File: src/rtl/tx_bdq_pkg.sv
package tx_bdq_pkg;
  localparam int USED_BIT    = 31;
  localparam int WRAP_BIT    = 30;
  localparam int CRC_BIT     = 16;
  localparam int LAST_BIT    = 15;
  localparam int LEN_W       = 14;
  localparam int STAT_W      = 10;
  localparam int STAT_LSB    = 20;
  localparam int DESC_BYTES  = 16;
  localparam int CTRL_OFFSET = 4;

  typedef enum logic [2:0] {
    S_IDLE, S_RD0, S_RD1, S_ISSUE, S_WAIT, S_WB
  } walk_state_e;
endpackage

File: src/rtl/tx_bdq_ctrl.sv
module tx_bdq_ctrl #(
  parameter int AW = 32
) (
  input  logic          clk_i,
  input  logic          rst_ni,
  input  logic          en_i,
  input  logic          start_i,
  input  logic          halt_i,
  input  logic          base_we_i,
  input  logic [AW-1:0] base_i,
  input  logic          idle_i,
  input  logic          clr_go_i,
  input  logic          halt_ack_i,
  output logic          go_o,
  output logic          halt_pend_o,
  output logic [AW-1:0] base_o
);
  logic          go_q, pend_q;
  logic [AW-1:0] base_q;
  logic          base_open;

  assign base_open = !en_i || (!go_q && idle_i);

  always_ff @(posedge clk_i or negedge rst_ni) begin
    if (!rst_ni) begin
      go_q   <= 1'b0;
      pend_q <= 1'b0;
      base_q <= '0;
    end else begin
      if (base_we_i && base_open) base_q <= base_i;
      if (!en_i) begin
        go_q   <= 1'b0;
        pend_q <= 1'b0;
      end else begin
        if (clr_go_i || halt_ack_i) go_q <= 1'b0;
        else if (start_i)           go_q <= 1'b1;
        if (clr_go_i || halt_ack_i) pend_q <= 1'b0;
        else if (halt_i)            pend_q <= 1'b1;
        else if (start_i)           pend_q <= 1'b0;
      end
    end
  end

  assign go_o        = go_q;
  assign halt_pend_o = pend_q;
  assign base_o      = base_q;

  p_base_locked_r5: assert property (@(posedge clk_i) disable iff (!rst_ni)
    (en_i && go_q && base_we_i) |=> $stable(base_q));
  p_go_needs_start_r7: assert property (@(posedge clk_i) disable iff (!rst_ni)
    $rose(go_q) |-> $past(start_i));
  p_disable_clears_r8: assert property (@(posedge clk_i) disable iff (!rst_ni)
    !en_i |=> !go_q);
endmodule

File: src/rtl/tx_bdq_walker.sv
module tx_bdq_walker
  import tx_bdq_pkg::*;
#(
  parameter int AW = 32
) (
  input  logic              clk_i,
  input  logic              rst_ni,
  input  logic              en_i,
  input  logic              go_i,
  input  logic              halt_pend_i,
  input  logic              pause_en_i,
  input  logic              pause_i,
  input  logic [AW-1:0]     base_i,
  output logic [AW-1:0]     qptr_o,
  output logic              idle_o,
  output logic              clr_go_o,
  output logic              halt_ack_o,
  output logic              mem_req_o,
  output logic              mem_we_o,
  output logic [AW-1:0]     mem_addr_o,
  output logic [31:0]       mem_wdata_o,
  input  logic              mem_ack_i,
  input  logic [31:0]       mem_rdata_i,
  output logic              buf_valid_o,
  input  logic              buf_ready_i,
  output logic [31:0]       buf_addr_o,
  output logic [LEN_W-1:0]  buf_len_o,
  output logic              buf_crc_o,
  output logic              buf_last_o,
  input  logic              res_valid_i,
  input  logic              res_coll_i,
  input  logic              res_err_i,
  input  logic [STAT_W-1:0] res_stat_i
);
  localparam logic [AW-1:0] STRIDE = AW'(DESC_BYTES);
  localparam logic [AW-1:0] CTRL_O = AW'(CTRL_OFFSET);

  walk_state_e        st_q;
  logic [AW-1:0]      ptr_q, first_q;
  logic [31:0]        addr_q, ctrl_q;
  logic               first_wrap_q, is_first_q;
  logic [STAT_W-1:0]  stat_q;
  logic               suspend, used_hit, err_hit;

  assign suspend  = pause_en_i && pause_i;
  assign used_hit = (st_q == S_RD1) && mem_ack_i && mem_rdata_i[USED_BIT];
  assign err_hit  = (st_q == S_WAIT) && res_valid_i && !res_coll_i && res_err_i;

  always_ff @(posedge clk_i or negedge rst_ni) begin
    if (!rst_ni) begin
      st_q         <= S_IDLE;
      ptr_q        <= '0;
      first_q      <= '0;
      addr_q       <= '0;
      ctrl_q       <= '0;
      first_wrap_q <= 1'b0;
      is_first_q   <= 1'b0;
      stat_q       <= '0;
    end else if (!en_i) begin
      st_q  <= S_IDLE;
      ptr_q <= base_i;
    end else begin
      unique case (st_q)
        S_IDLE: if (!halt_pend_i && go_i && !suspend) begin
          first_q    <= ptr_q;
          is_first_q <= 1'b1;
          st_q       <= S_RD0;
        end
        S_RD0: if (mem_ack_i) begin
          addr_q <= mem_rdata_i;
          st_q   <= S_RD1;
        end
        S_RD1: if (mem_ack_i) begin
          if (mem_rdata_i[USED_BIT]) begin
            ptr_q <= first_q;
            st_q  <= S_IDLE;
          end else begin
            ctrl_q <= mem_rdata_i;
            if (is_first_q) first_wrap_q <= mem_rdata_i[WRAP_BIT];
            is_first_q <= 1'b0;
            ptr_q <= mem_rdata_i[WRAP_BIT] ? base_i : ptr_q + STRIDE;
            st_q  <= S_ISSUE;
          end
        end
        S_ISSUE: if (buf_ready_i) st_q <= ctrl_q[LAST_BIT] ? S_WAIT : S_RD0;
        S_WAIT: if (res_valid_i) begin
          if (res_coll_i) begin
            ptr_q      <= first_q;
            is_first_q <= 1'b1;
            st_q       <= S_RD0;
          end else begin
            stat_q <= res_stat_i;
            if (res_err_i) ptr_q <= first_q;
            st_q <= S_WB;
          end
        end
        S_WB: if (mem_ack_i) st_q <= S_IDLE;
        default: st_q <= S_IDLE;
      endcase
    end
  end

  always_comb begin
    unique case (st_q)
      S_RD0:   mem_addr_o = ptr_q;
      S_RD1:   mem_addr_o = ptr_q + CTRL_O;
      default: mem_addr_o = first_q + CTRL_O;
    endcase
  end

  assign mem_req_o   = en_i && (st_q == S_RD0 || st_q == S_RD1 || st_q == S_WB);
  assign mem_we_o    = (st_q == S_WB);
  assign mem_wdata_o = {1'b1, first_wrap_q, stat_q, {STAT_LSB{1'b0}}};
  assign buf_valid_o = en_i && (st_q == S_ISSUE);
  assign buf_addr_o  = addr_q;
  assign buf_len_o   = ctrl_q[LEN_W-1:0];
  assign buf_crc_o   = ctrl_q[CRC_BIT];
  assign buf_last_o  = ctrl_q[LAST_BIT];
  assign halt_ack_o  = en_i && (st_q == S_IDLE) && halt_pend_i;
  assign clr_go_o    = en_i && (used_hit || err_hit);
  assign idle_o      = (st_q == S_IDLE);
  assign qptr_o      = ptr_q;

  p_disabled_ptr_r6: assert property (@(posedge clk_i) disable iff (!rst_ni)
    !en_i |=> (qptr_o == $past(base_i)));
  p_used_no_issue_r2: assert property (@(posedge clk_i) disable iff (!rst_ni || !en_i)
    (used_hit && en_i) |=> !buf_valid_o);
  p_coll_refetch_r11: assert property (@(posedge clk_i) disable iff (!rst_ni || !en_i)
    (st_q == S_WAIT && res_valid_i && res_coll_i)
      |=> (mem_req_o && !mem_we_o && mem_addr_o == $past(first_q)));
  p_pause_holds_r10: assert property (@(posedge clk_i) disable iff (!rst_ni || !en_i)
    (st_q == S_IDLE && suspend) |=> !mem_req_o);
  p_read_order_r13: assert property (@(posedge clk_i) disable iff (!rst_ni || !en_i)
    (st_q == S_RD0 && mem_ack_i) |=> (mem_addr_o == $past(mem_addr_o) + CTRL_O));
endmodule

File: src/rtl/tx_bdq.sv
module tx_bdq
  import tx_bdq_pkg::*;
#(
  parameter int AW = 32
) (
  input  logic              clk_i,
  input  logic              rst_ni,
  input  logic              tx_en_i,
  input  logic              start_i,
  input  logic              halt_i,
  input  logic              base_we_i,
  input  logic [AW-1:0]     base_i,
  input  logic              pause_en_i,
  input  logic              pause_i,
  output logic              go_o,
  output logic [AW-1:0]     qptr_o,
  output logic              mem_req_o,
  output logic              mem_we_o,
  output logic [AW-1:0]     mem_addr_o,
  output logic [31:0]       mem_wdata_o,
  input  logic              mem_ack_i,
  input  logic [31:0]       mem_rdata_i,
  output logic              buf_valid_o,
  input  logic              buf_ready_i,
  output logic [31:0]       buf_addr_o,
  output logic [LEN_W-1:0]  buf_len_o,
  output logic              buf_crc_o,
  output logic              buf_last_o,
  input  logic              res_valid_i,
  input  logic              res_coll_i,
  input  logic              res_err_i,
  input  logic [STAT_W-1:0] res_stat_i
);
  logic          go, halt_pend, idle, clr_go, halt_ack;
  logic [AW-1:0] base;

  tx_bdq_ctrl #(.AW(AW)) u_ctrl (
    .clk_i, .rst_ni,
    .en_i       (tx_en_i),
    .start_i, .halt_i, .base_we_i, .base_i,
    .idle_i     (idle),
    .clr_go_i   (clr_go),
    .halt_ack_i (halt_ack),
    .go_o       (go),
    .halt_pend_o(halt_pend),
    .base_o     (base)
  );

  tx_bdq_walker #(.AW(AW)) u_walk (
    .clk_i, .rst_ni,
    .en_i       (tx_en_i),
    .go_i       (go),
    .halt_pend_i(halt_pend),
    .pause_en_i, .pause_i,
    .base_i     (base),
    .qptr_o, 
    .idle_o     (idle),
    .clr_go_o   (clr_go),
    .halt_ack_o (halt_ack),
    .mem_req_o, .mem_we_o, .mem_addr_o, .mem_wdata_o, .mem_ack_i, .mem_rdata_i,
    .buf_valid_o, .buf_ready_i, .buf_addr_o, .buf_len_o, .buf_crc_o, .buf_last_o,
    .res_valid_i, .res_coll_i, .res_err_i, .res_stat_i
  );

  assign go_o = go;
endmodule

File: config.mk
export PLATFORM = sky130hd
export DESIGN_NAME = tx_bdq
export DESIGN_NICKNAME = d
export VERILOG_FILES = /design/src/rtl/tx_bdq_pkg.sv /design/src/rtl/tx_bdq_ctrl.sv /design/src/rtl/tx_bdq_walker.sv /design/src/rtl/tx_bdq.sv
export SDC_FILE = /design/constraint.sdc
export NUM_CORES = 1
export LEC_CHECK = 0
export BUFFER_PORTS_ARGS = -buffer_cell sky130_fd_sc_hd__buf_4
export CORE_MARGIN = 2
export CORE_UTILIZATION = 49
export DETAILED_ROUTE_END_ITERATION = 8
export PLACE_DENSITY_LB_ADDON = 0.3
export SLEW_MARGIN = 20
export SYNTH_ARGS = -nofsm -noshare
export SYNTH_HDL_FRONTEND = slang
export SYNTH_HIERARCHICAL = 1
export SYNTH_SLANG_ARGS = --single-unit
export TNS_END_PERCENT = 20
File: constraint.sdc
create_clock -name clk_i -period 3.3 [get_ports clk_i]
set_input_delay 0 -clock clk_i [delete_from_list [all_inputs] [get_ports clk_i]]
set_output_delay 0 -clock clk_i [all_outputs]
set_load 0.01 [all_outputs]
==> metrics.md, run 1 <==
| Metric | Value |
|---|---|
| Crit. Startpoint | u_walk/st_q[2]$_DFFE_PN0P_ |
| CTS Buf Count | 17 |
| Cell count of the worst hold path | 6 |
| Nets | 1376 |
| GR Overflow Total | 0 |
| Highest ir drop seen on vdd | around 0.42 mV |
| Kind of critical path | reg -> out |
| I/O pin total | between 200 and 250 |
| Largest net degree at the start of global routing | 74 |
| Status | complete, no violations |
| Total power after layout | roughly 9100 uW |
| Worst slew pin tran | 836 ps |
| Share of synthesized area occupied by flip-flops and latches | 0.417 |
| Endpoint of the worst register-to-register path | u_walk/qptr_o[1]$_DFFE_PN0P_ |
| DRC Markers | 0 |
| Post-DP HPWL | 21.7 mm |
| FF-to-FF setup slack | around 730 ps |
| H-Tree Level Count | 4 |
| Share of the clock period used by the worst path | 0.947 |
| WP data required | roughly 3300 ps |
| Area share of xor/xnor cells in the synthesized design | 0.0127 |
| Depth of the worst register-to-register path | 8 |
| Area growth syn-to-layout | 33.7% |
| Busiest layer in global routing | met2 |
| Combinational fraction of design power | 0.385 |
| Number of core rows | ~50 |
| Share of power burned in registers | 0.378 |
| Largest area contributor in the synthesized netlist | dfrtp_1 |
| Root Buffer Master | clkbuf_16 |
| Number of antenna violations at the first check in global routing | 0 |
| Cell variety after synth | around 70 |
| Hold crit path type | in -> reg |
| Worst-case setup slack after placement | 522 ps |
| DRT Wirelength | approximately 32 mm |
| Critical path capture point | mem_addr_o[27] |
| Max Root-Sink Buffers | 2 |
| Netlist area before placement | between 9000 and 10000 um^2 |
| Nature of the critical path startpoint | flip-flop |
| Fin Setup TNS | 0 ps |
| Ys flop type | dfrtp_1 |
| Clk pwr share | 0.237 |
| Achievable clock frequency | around 0.32 GHz |
| Critical Path End Type | output port |
| DR pass1 iterations | 6 |
| Residual antenna-violating net count after detailed routing | 0 |
| Die X | between 100 and 150 um |
| Fill cell total of the finished layout | ~1600 |
| Slew Limit Headroom | 0.438 |
| Most common cell in the synthesized netlist | dfrtp_1 |
| Overall routing resource usage | 0.311 |
| Wire length per cell | just over 20 um |
| Vias in the first global route | 9028 |
| Lkg Pwr | roughly 0.0057 uW |
| Avg Inst Size Synth | between 9 and 10 um^2 |
| M1 GR Usage | 0.424 |
| Number of setup violations in the final report | 0 |
| Crit path DAT | between 3000 and 4000 ps |
| Reg clk slew, reported paths | about 70 ps |
| Met3 usage | 0.0851 |
| Buffers on Ports | around 210 |
| Combined area of the multi-input logic cells | roughly 5200 um^2 |
| Clk Latency, worst-skew pair | roughly 420 ps |
| Global-route wire length before repair | 50.2 mm |
| Unrepaired setup endpoints after global routing | no |
| Final slew viol count | 0 |
| Floorplan die area | 20800 um^2 |
| Worst Setup Slack, final | around 170 ps |
| Post-synthesis share of cell area spent on full adders, half adders and majority gates | 0.00259 |
| Portion of netlist area occupied by mux cells | 0.157 |
| Number of standard cells after synthesis | about 1000 |
| Total number of vias | between 9000 and 10000 |
| Routing usage on met2 | 0.489 |
| CTS tree | done |
| Switch Pwr | between 3000 and 4000 uW |
| Biggest area contributors in the synthesized netlist | dfrtp_1 (42%), mux2_2 (14%), nand2_1 (3.7%), nor2_1 (3.2%), o21ai_0 (3.0%) |
| Diodes inserted | 0 |
| FF-to-FF Start | u_walk/st_q[1]$_DFFE_PN0P_ |
| Vias/cell | roughly 6 |
| Fraction of final layout cells sized beyond drive strength 1 | 0.328 |
| Number of flops mapped to enable cells by yosys | 0 |
| Simple-gate area share of the yosys netlist | 0.176 |
| Starting utilization of the core area | 0.498 |
| Max-cap violation count | 0 |
| Register area | slightly above 4000 um^2 |
| Power density over cell area | between 700 and 800 nW/um^2 |
| Net switching share of the total power | 0.371 |
| Die Y-Extent | 144 um |
| Warnings, synthesis | 6 |
| Critical Path Fanout Max | 16 |
| Top cells by count, synth | dfrtp_1 (161), mux2_2 (122), nand2_1 (94) |
| Number of clock sinks | roughly 160 |
| Placer's final routability congestion estimate | 0.930 |
| Async set-reset flop share out of synthesis | 1.00 |
| Synth top area share | 0.417 |
| Core region area | between 15000 and 20000 um^2 |
| Iteration-0 DRC count of the detailed router | between 900 and 1000 |
| Setup clock skew after layout | between 15 and 20 ps |
| Synthesized-area fraction occupied by ao, oa, aoi and oai cells | 0.175 |
| Min Clock Period, post-route | between 3000 and 4000 ps |
| Cell-internal power | between 5000 and 6000 uW |
| Final Hold Violating Endpoints | 0 |
| Largest family of logic cells by synthesized area | simple AND/OR/NAND/NOR gates |
| Number of storage elements in the synthesis netlist | ~160 |
## final cells by class
type | instances | share of cell area
inverter | 13 | 0.00378
sequential | 161 | 0.312
timing repair buffer | 328 | 0.208
multi-input combinational | 766 | 0.401
clock buffer | 18 | 0.0340
clock inverter | 14 | 0.0153
tap | 265 | 0.0257
## cells by family after synthesis
family                   Yosys count
XOR/XNOR                          14
multiplexers                     136
flip-flops                       161
AO/OA/AOI/OAI                    248
buffers and inverters            118
adder cells (fa/ha/maj)            2
AND/OR/NAND/NOR                  345
other                              2
## routing by layer
metal,share of wire,vias up
li1,-,4267
met1,0.40,4525
met2,0.47,556
met3,0.11,51
met4,0.021,0
met5,0,-
## critical path, stage by stage, from the launching register on
cell,delay (ps)
dfrtp_1,380
buf_4,200
nor3b_4,390
buf_4,270
nand3_1,150
a222oi_1,390
buf_4,250
nand2_1,110
a221oi_2,260
o22a_1,190
buf_4,120
## metrics by stage
step	instances	util	instance area [um^2]	hold WS [ps]
global route	1565	0.665	12900	60.5
global placement	1453	0.590	11500	61.4
finish	1565	0.665	12900	22.6
detailed placement	1453	0.590	11500	59.5
CTS	1563	0.663	12900	2.94
floorplan	1045	-	9730	-296
## how the worst min path moves through the flow
stage	from	end	slack, ps
4_1_cts	res_err_i	u_ctrl/go_o$_DFFE_PN0P_	3
3_3_place_gp	rst_ni	u_walk/first_q[9]$_DFFE_PN0P_	60
3_5_place_dp	rst_ni	u_walk/first_q[11]$_DFFE_PN0P_	60
2_1_floorplan	rst_ni	u_ctrl/base_o[0]$_DFFE_PN0P_	-300
6_report	res_err_i	u_ctrl/go_o$_DFFE_PN0P_	20
5_1_grt	res_err_i	u_ctrl/go_o$_DFFE_PN0P_	60
## registers in the layout, summed over array words and instances (netlist names)
| name | flops |
|---|---|
| u_walk/buf_addr_o | 32 |
| u_walk/is_first_q | 1 |
| u_walk/stat_q | 10 |
| u_ctrl/base_o | 32 |
| u_walk/st_q | 3 |
| u_walk/ctrl_q | 16 |
| u_ctrl/halt_pend_o | 1 |
| u_ctrl/go_o | 1 |
| u_walk/first_q | 32 |
| u_walk/first_wrap_q | 1 |
| u_walk/qptr_o | 32 |
## cells in the final DEF (no fill, tap or decap), types with 7 or more instances in the layout
cell | Yosys | final
buf_4 | 23 | 246
dfrtp_1 | 161 | 161
mux2_2 | 122 | 122
nand2_1 | 94 | 94
nor2_1 | 82 | 82
dlygate4sd3_1 | 0 | 78
o21ai_0 | 57 | 57
a21oi_1 | 50 | 50
nand3_1 | 49 | 49
nand4_1 | 22 | 22
a31oi_1 | 22 | 22
conb_1 | 2 | 21
and3_1 | 20 | 20
clkbuf_16 | 0 | 17
nor3_1 | 19 | 16
mux2i_1 | 14 | 14
inv_1 | 12 | 12
a211oi_1 | 10 | 10
xnor2_1 | 10 | 10
nand2b_1 | 9 | 9
nor2b_1 | 8 | 8
a22oi_1 | 9 | 8
o22ai_1 | 8 | 8
nor4_1 | 8 | 7
a32oi_1 | 7 | 7
## power by group through the flow
stage	sequential (uW)	combinational [uW]	clock, uW
floorplan	3220	1900	0
global placement	3390	3320	0
detailed placement	3420	3380	0
CTS	3400	3470	2180
global route	3530	3800	2270
finish	3450	3510	2160
## what timing repair did
item	CTS	global route
hold buffers	78	0
gates resized for setup	0	6
buffers inserted	0	2
endpoints found under the setup margin	0	7
hold endpoints to repair	164	0
Note: power is estimated with default switching activity, not from simulation.
==> run 2: changes to the inputs <==
--- a/config.mk
+++ b/config.mk
@@ -9,7 +9,8 @@
 export CORE_MARGIN = 2
 export CORE_UTILIZATION = 49
 export DETAILED_ROUTE_END_ITERATION = 8
-export PLACE_DENSITY_LB_ADDON = 0.3
+export PLACE_DENSITY = 0.76
+export SKIP_LAST_GASP = 1
 export SLEW_MARGIN = 20
 export SYNTH_ARGS = -nofsm -noshare
 export SYNTH_HDL_FRONTEND = slang
==> metrics.md, run 2 (synthesis results as in run 1) <==
| Metric | Value |
|---|---|
| Vias in the first global route | 9110 (+0.91%) |
| Lkg Pwr | 0.00566 uW (-0.62%) |
| Iteration-0 DRC count of the detailed router | 1025 (+10%) |
| Starting utilization of the core area | 0.498 (unchanged) |
| Die X | 144 um (unchanged) |
| Area after detailed placement | 11400 um^2 (-0.39%) |
| Number of antenna violations at the first check in global routing | 0 (unchanged) |
| Worst-case setup slack after placement | 481 ps (-41.5 ps) |
| Depth of the worst register-to-register path | 7 (-1) |
| H-Tree Level Count | 4 (unchanged) |
| Most common cell after layout, fill and taps aside | buf_4 |
| Max Root-Sink Buffers | 2 (unchanged) |
| Cell count of the worst hold path | 4 (-2) |
| Number of core rows | 51 (unchanged) |
| Min Clock Period, post-route | 3170 ps (+48.7 ps) |
| Highest ir drop seen on vdd | 0.442 mV (+6.0%) |
| Vias/cell | 6.17 (+2.7%) |
| Hold crit path type | in -> reg |
| Final Instance Area | 12800 um^2 (-0.51%) |
| Share of the clock period used by the worst path | 0.962 (+0.0148) |
| Fin Setup TNS | 0 ps (unchanged) |
| Max-cap violation count | 0 (unchanged) |
| Root Buffer Master | clkbuf_16 |
| Fraction of final layout cells sized beyond drive strength 1 | 0.325 (-0.00256) |
| Worst slew pin tran | 1050 ps (+212 ps) |
| Number of setup violations in the final report | 0 (unchanged) |
| Wire length per cell | 21.0 um (+2.2%) |
| Setup clock skew after layout | 15.0 ps (-0.979 ps) |
| Achievable clock frequency | 0.315 GHz (-1.5%) |
| Largest net degree at the start of global routing | 114 (+54%) |
| CTS tree | done |
| Number of clock sinks | 161 (unchanged) |
| Total number of vias | 9662 (+2.8%) |
| Placer's final routability congestion estimate | 0.917 (-1.4%) |
| GR Overflow Total | 0 (unchanged) |
| Overall routing resource usage | 0.316 (+0.00529) |
| Residual antenna-violating net count after detailed routing | 0 (unchanged) |
| Post-DP HPWL | 21.7 mm (+0.24%) |
| Final slew viol count | 0 (unchanged) |
| Worst Setup Slack, final | 126 ps (-48.7 ps) |
| Nature of the critical path startpoint | flip-flop |
| Floorplan die area | 20800 um^2 (unchanged) |
| Diodes inserted | 0 (unchanged) |
| Core region area | 19400 um^2 (unchanged) |
| Reg clk slew, reported paths | 70 ps (about the same) |
| Final Hold Violating Endpoints | 0 (unchanged) |
| Kind of critical path | reg -> out |
| Buffers on Ports | 213 (unchanged) |
| DRC Markers | 0 (unchanged) |
| Crit path DAT | 3170 ps (+40 ps) |
| Die Y-Extent | 144 um (unchanged) |
| Global-route wire length before repair | 51.0 mm (+1.6%) |
| Nets | 1377 (+0.073%) |
| Clk Latency, worst-skew pair | 430 ps (about the same) |
| Commonest cells after routing, fill and taps aside | buf_4 (245), dfrtp_1 (158), mux2_2 (122), nand2_1 (94), nor2_1 (82) |
| Critical Path Fanout Max | 10 (-6) |
| Slew Limit Headroom | 0.299 (-0.140) |
| DR pass1 iterations | 5 (-1) |
| DRT Wirelength | 32.9 mm (+2.3%) |
| Area growth syn-to-layout | 33.0% |
| Status | complete, no violations |
| I/O pin total | 235 (unchanged) |
| Critical Path End Type | output port |
| WP data required | 3300 ps (about the same) |
| Power density over cell area | 693 nW/um^2 (-1.9%) |
| CTS Buf Count | 17 (unchanged) |
| Unrepaired setup endpoints after global routing | no |
run 2: metrics by stage:
stage                     utilization  instances  hold WS [ps]  total power [uW]
after floorplan                     -       1045          -296              5130
after global placement          0.588       1447         -38.3              6690
after detailed placement        0.588       1447         -42.0              6790
after CTS                       0.659       1560          46.1              8780
after global routing            0.662       1566          50.9              9360
final                           0.662       1566          60.7              8900
run 2: routing by layer:
metal  global-route usage  vias to the layer above  part of all wire
li1                     -                     4274                 -
met1                0.429                     4687              0.40
met2                0.497                      635              0.46
met3               0.0874                       66              0.11
met4               0.0950                        0             0.024
met5                    0                        -                 0
run 2: power breakdown:
part / leakage (uW) / internal [uW] / total, uW / switching, uW
clock network: 0.000274 / 1080 / 1920 / 833
logic: 0.00342 / 1830 / 3510 / 1680
registers: 0.00196 / 2600 / 3470 / 868
run 2: layout make-up:
| cell class | count | area [um^2] |
|---|---|---|
| clock inverters | 11 | 104 |
| repair buffers | 329 | 2690 |
| inverters | 13 | 48.8 |
| flip-flops and latches | 161 | 4030 |
| well taps | 265 | 332 |
| fillers | 1545 | 6560 |
| multi-input cells | 766 | 5170 |
| clock buffers | 21 | 460 |
run 2: worst max-delay path: stages, from the launching register on:
cell and delay (ps):
dfrtp_1 530, nand4_1 310, or4_1 580, a222oi_1 350, buf_4 180, clkdlybuf4s15_2 260
buf_4 130, a221oi_2 50, o22a_1 210, buf_4 150
run 2: path summary, 6_finish.rpt:
| path | start | end | slack [ps] |
|---|---|---|---|
| setup / recovery | u_walk/first_q[8]$_DFFE_PN0P_ | mem_addr_o[27] | 130 |
| hold / removal | mem_ack_i | u_walk/st_q[1]$_DFFE_PN0P_ | 60 |
| setup reg to reg | u_walk/st_q[2]$_DFFE_PN0P_ | u_walk/qptr_o[25]$_DFFE_PN0P_ | 680 |
| hold reg to reg | u_ctrl/base_o[22]$_DFFE_PN0P_ | u_ctrl/base_o[22]$_DFFE_PN0P_ | 510 |
| max in group asynchronous | rst_ni | u_walk/qptr_o[5]$_DFFE_PN0P_ | 2220 |
| min in group asynchronous | rst_ni | u_walk/first_q[28]$_DFFE_PN0P_ | 70 |
run 2: timing repair:
| action | in CTS | in global routing |
|---|---|---|
| endpoints found under the hold margin | 141 | 0 |
| endpoints found under the setup margin | 0 | 7 |
| gates resized for setup | 0 | 5 |
| setup buffers | 0 | 5 |
| hold buffers | 81 | 0 |
==> run 3: changes to the inputs <==
--- a/config.mk
+++ b/config.mk
@@ -7,9 +7,10 @@
 export LEC_CHECK = 0
 export BUFFER_PORTS_ARGS = -buffer_cell sky130_fd_sc_hd__buf_4
 export CORE_MARGIN = 2
-export CORE_UTILIZATION = 49
+export CORE_UTILIZATION = 51
+export CTS_BUF_LIST = sky130_fd_sc_hd__clkbuf_4
 export DETAILED_ROUTE_END_ITERATION = 8
-export PLACE_DENSITY = 0.76
+export PLACE_DENSITY = 0.79
 export SKIP_LAST_GASP = 1
 export SLEW_MARGIN = 20
 export SYNTH_ARGS = -nofsm -noshare
==> metrics.md, run 3 (synthesis results as in run 1) <==
| Metric | Value |
|---|---|
| Max-cap violation count | 0 (unchanged) |
| Crit-path max cell delay | 500 ps (-80 ps) |
| Min Clock Period, post-route | 3210 ps (+33.3 ps) |
| Final Hold Violating Endpoints | 0 (unchanged) |
| Die X | 142 um (-1.9%) |
| Vias in the first global route | 9573 (+5.1%) |
| Post-DP HPWL | 22.0 mm (+1.2%) |
| Root Buffer Master | clkbuf_4 |
| DR pass1 iterations | 6 (+1) |
| Fin Setup TNS | 0 ps (unchanged) |
| Placer's final routability congestion estimate | 0.959 (+4.6%) |
| Nets | 1410 (+2.4%) |
| Post-Route Hold Slack | 73.6 ps (+12.9 ps) |
| I/O pin total | 235 (unchanged) |
| Worst slew pin tran | 909 ps (-140 ps) |
| DRC Markers | 0 (unchanged) |
| Cell Chain, Critical Path | buf_6 -> or3b_4 -> or4b_4 -> a222oi_1 -> buf_4 -> buf_6 -> buf_4 -> nand3_1 -> a31oi_1 -> nor3_2 -> buf_4 |
| WP data required | 3300 ps (about the same) |
| Global-route wire length before repair | 52.5 mm (+3.0%) |
| Commonest cells after routing, fill and taps aside | buf_4 (259), dfrtp_1 (156), mux2_2 (122), dlygate4sd3_1 (96), nand2_1 (93) |
| DRT Wirelength | 33.8 mm (+2.7%) |
| Fraction of final layout cells sized beyond drive strength 1 | 0.340 (+0.0144) |
| Kind of critical path | reg -> out |
| Final slew viol count | 0 (unchanged) |
| Most common cell after layout, fill and taps aside | buf_4 |
| Top Family by Delay on Critical Path | simple AND/OR/NAND/NOR gates |
| Max Root-Sink Buffers | 2 (unchanged) |
| Hold crit path type | in -> async |
| Worst Setup Slack, final | 92.8 ps (-33.3 ps) |
| Highest ir drop seen on vdd | 0.437 mV (-1.1%) |
| Die Y-Extent | 142 um (-1.9%) |
| Overall routing resource usage | 0.334 (+0.0172) |
| Largest net degree at the start of global routing | 86 (-25%) |
| Floorplan die area | 20000 um^2 (-3.8%) |
| Wire length per cell | 21.5 um (+2.4%) |
| Nature of the critical path startpoint | flip-flop |
| Worst-case setup slack after placement | 413 ps (-67.4 ps) |
| Buffers on Ports | 213 (unchanged) |
| Slew Limit Headroom | 0.390 (+0.0910) |
| Number of core rows | 50 (-2.0%) |
| CTS Buf Count | 17 (unchanged) |
| Lkg Pwr | 0.00576 uW (+1.9%) |
| Critical Path Fanout Max | 5 (-5) |
| CTS tree | done |
| Share of the clock period used by the worst path | 0.972 (+0.0101) |
| Number of clock sinks | 161 (unchanged) |
| Starting utilization of the core area | 0.518 (+0.0202) |
| Power density over cell area | 644 nW/um^2 (-7.0%) |
| Utilization after layout | 0.692 (+0.0304) |
| Reg clk slew, reported paths | 140 ps (+70 ps) |
| Area growth syn-to-layout | 33.7% |
| Crit path DAT | 3210 ps (+40 ps) |
| CP bufs+invs | 5 (+1) |
| Number of setup violations in the final report | 0 (unchanged) |
| Core region area | 18600 um^2 (-3.9%) |
| Vias/cell | 6.22 (+0.82%) |
| Dominant cell type by count on the critical path | buf_4 |
| Unrepaired setup endpoints after global routing | yes |
| Critical Path End Type | output port |
| Achievable clock frequency | 0.312 GHz (-1.0%) |
| H-Tree Level Count | 4 (unchanged) |
| Placed insts | 1426 (-1.5%) |
| Fill cell total of the finished layout | 1392 (-9.9%) |
| Number of antenna violations at the first check in global routing | 2 (+2) |
| Residual antenna-violating net count after detailed routing | 0 (unchanged) |
| Clk Latency, worst-skew pair | 560 ps (+130 ps) |
| Total number of vias | 9766 (+1.1%) |
| Iteration-0 DRC count of the detailed router | 1145 (+12%) |
| Status | complete, no violations |
| GR Overflow Total | 0 (unchanged) |
| Post-Layout Cell Count | 1570 (+0.26%) |
| Standard cell with the maximum stage delay on the critical path | or4b_4 |
| Setup clock skew after layout | 21.2 ps (+6.22 ps) |
==> run 3: path summary, 6_finish.rpt <==
kind	from	end	slack [ps]	cells past startpoint
min reg2reg	u_ctrl/base_o[22]$_DFFE_PN0P_	u_ctrl/base_o[22]$_DFFE_PN0P_	520	1
min in group clk_i	mem_rdata_i[19]	u_walk/buf_addr_o[19]$_DFFE_PN0P_	200	3
max in group asynchronous	rst_ni	u_walk/buf_addr_o[30]$_DFFE_PN0P_	2290	3
max reg2reg	u_walk/st_q[1]$_DFFE_PN0P_	u_walk/qptr_o[25]$_DFFE_PN0P_	660	7
max	u_walk/st_q[0]$_DFFE_PN0P_	mem_addr_o[25]	90	11
min	rst_ni	u_walk/first_q[27]$_DFFE_PN0P_	70	2
==> run 3: repair_timing <==
action	4_1_cts	5_1_grt
setup buffers	5	7
endpoints found under the setup margin	16	16
cloned	1	1
hold buffers	96	0
gates resized for setup	8	16
hold endpoints to repair	183	0
pin swaps	7	7
==> run 3: cell type report <==
type	count	area, um^2	share of cell area
Sequential cell	161	4040	0.313
Antenna cell	2	5.00	0.000388
Clock buffer	18	135	0.0105
Clock inverter	14	155	0.0120
Inverter	13	48.8	0.00378
Multi-Input combinational cell	766	5220	0.404
Tap cell	234	293	0.0227
Timing Repair Buffer	362	3020	0.234
==> run 3: layer usage <==
metal	global-route usage	vias to the layer above	part of all wire
li1	-	4337	-
met1	0.445	4652	0.39
met2	0.519	681	0.46
met3	0.0975	96	0.11
met4	0.121	0	0.029
met5	0	-	0
==> run 3: power by group <==
part / switching [uW] / leakage [uW] / total (uW) / internal [uW]
sequential: 866 / 0.00196 / 3460 / 2600
combinational: 1720 / 0.00365 / 3610 / 1890
clock: 769 / 0.000156 / 1240 / 473
total: 3360 / 0.00576 / 8320 / 4960
==> run 3: through the flow <==
step / power [uW] / area (um^2)
finish: 8320 / 12900
detailed placement: 6800 / 11400
global placement: 6700 / 11400
floorplan: 5130 / 9730
CTS: 8140 / 12800
global route: 8770 / 12900
==> run 3: worst reg2reg max path: stages (launching register included) <==
cell,delay (ps)
dfrtp_1,440
buf_4,210
nand2b_1,200
o31a_1,350
nor3_1,720
o21ai_0,250
o21ai_0,250
a221o_1,180
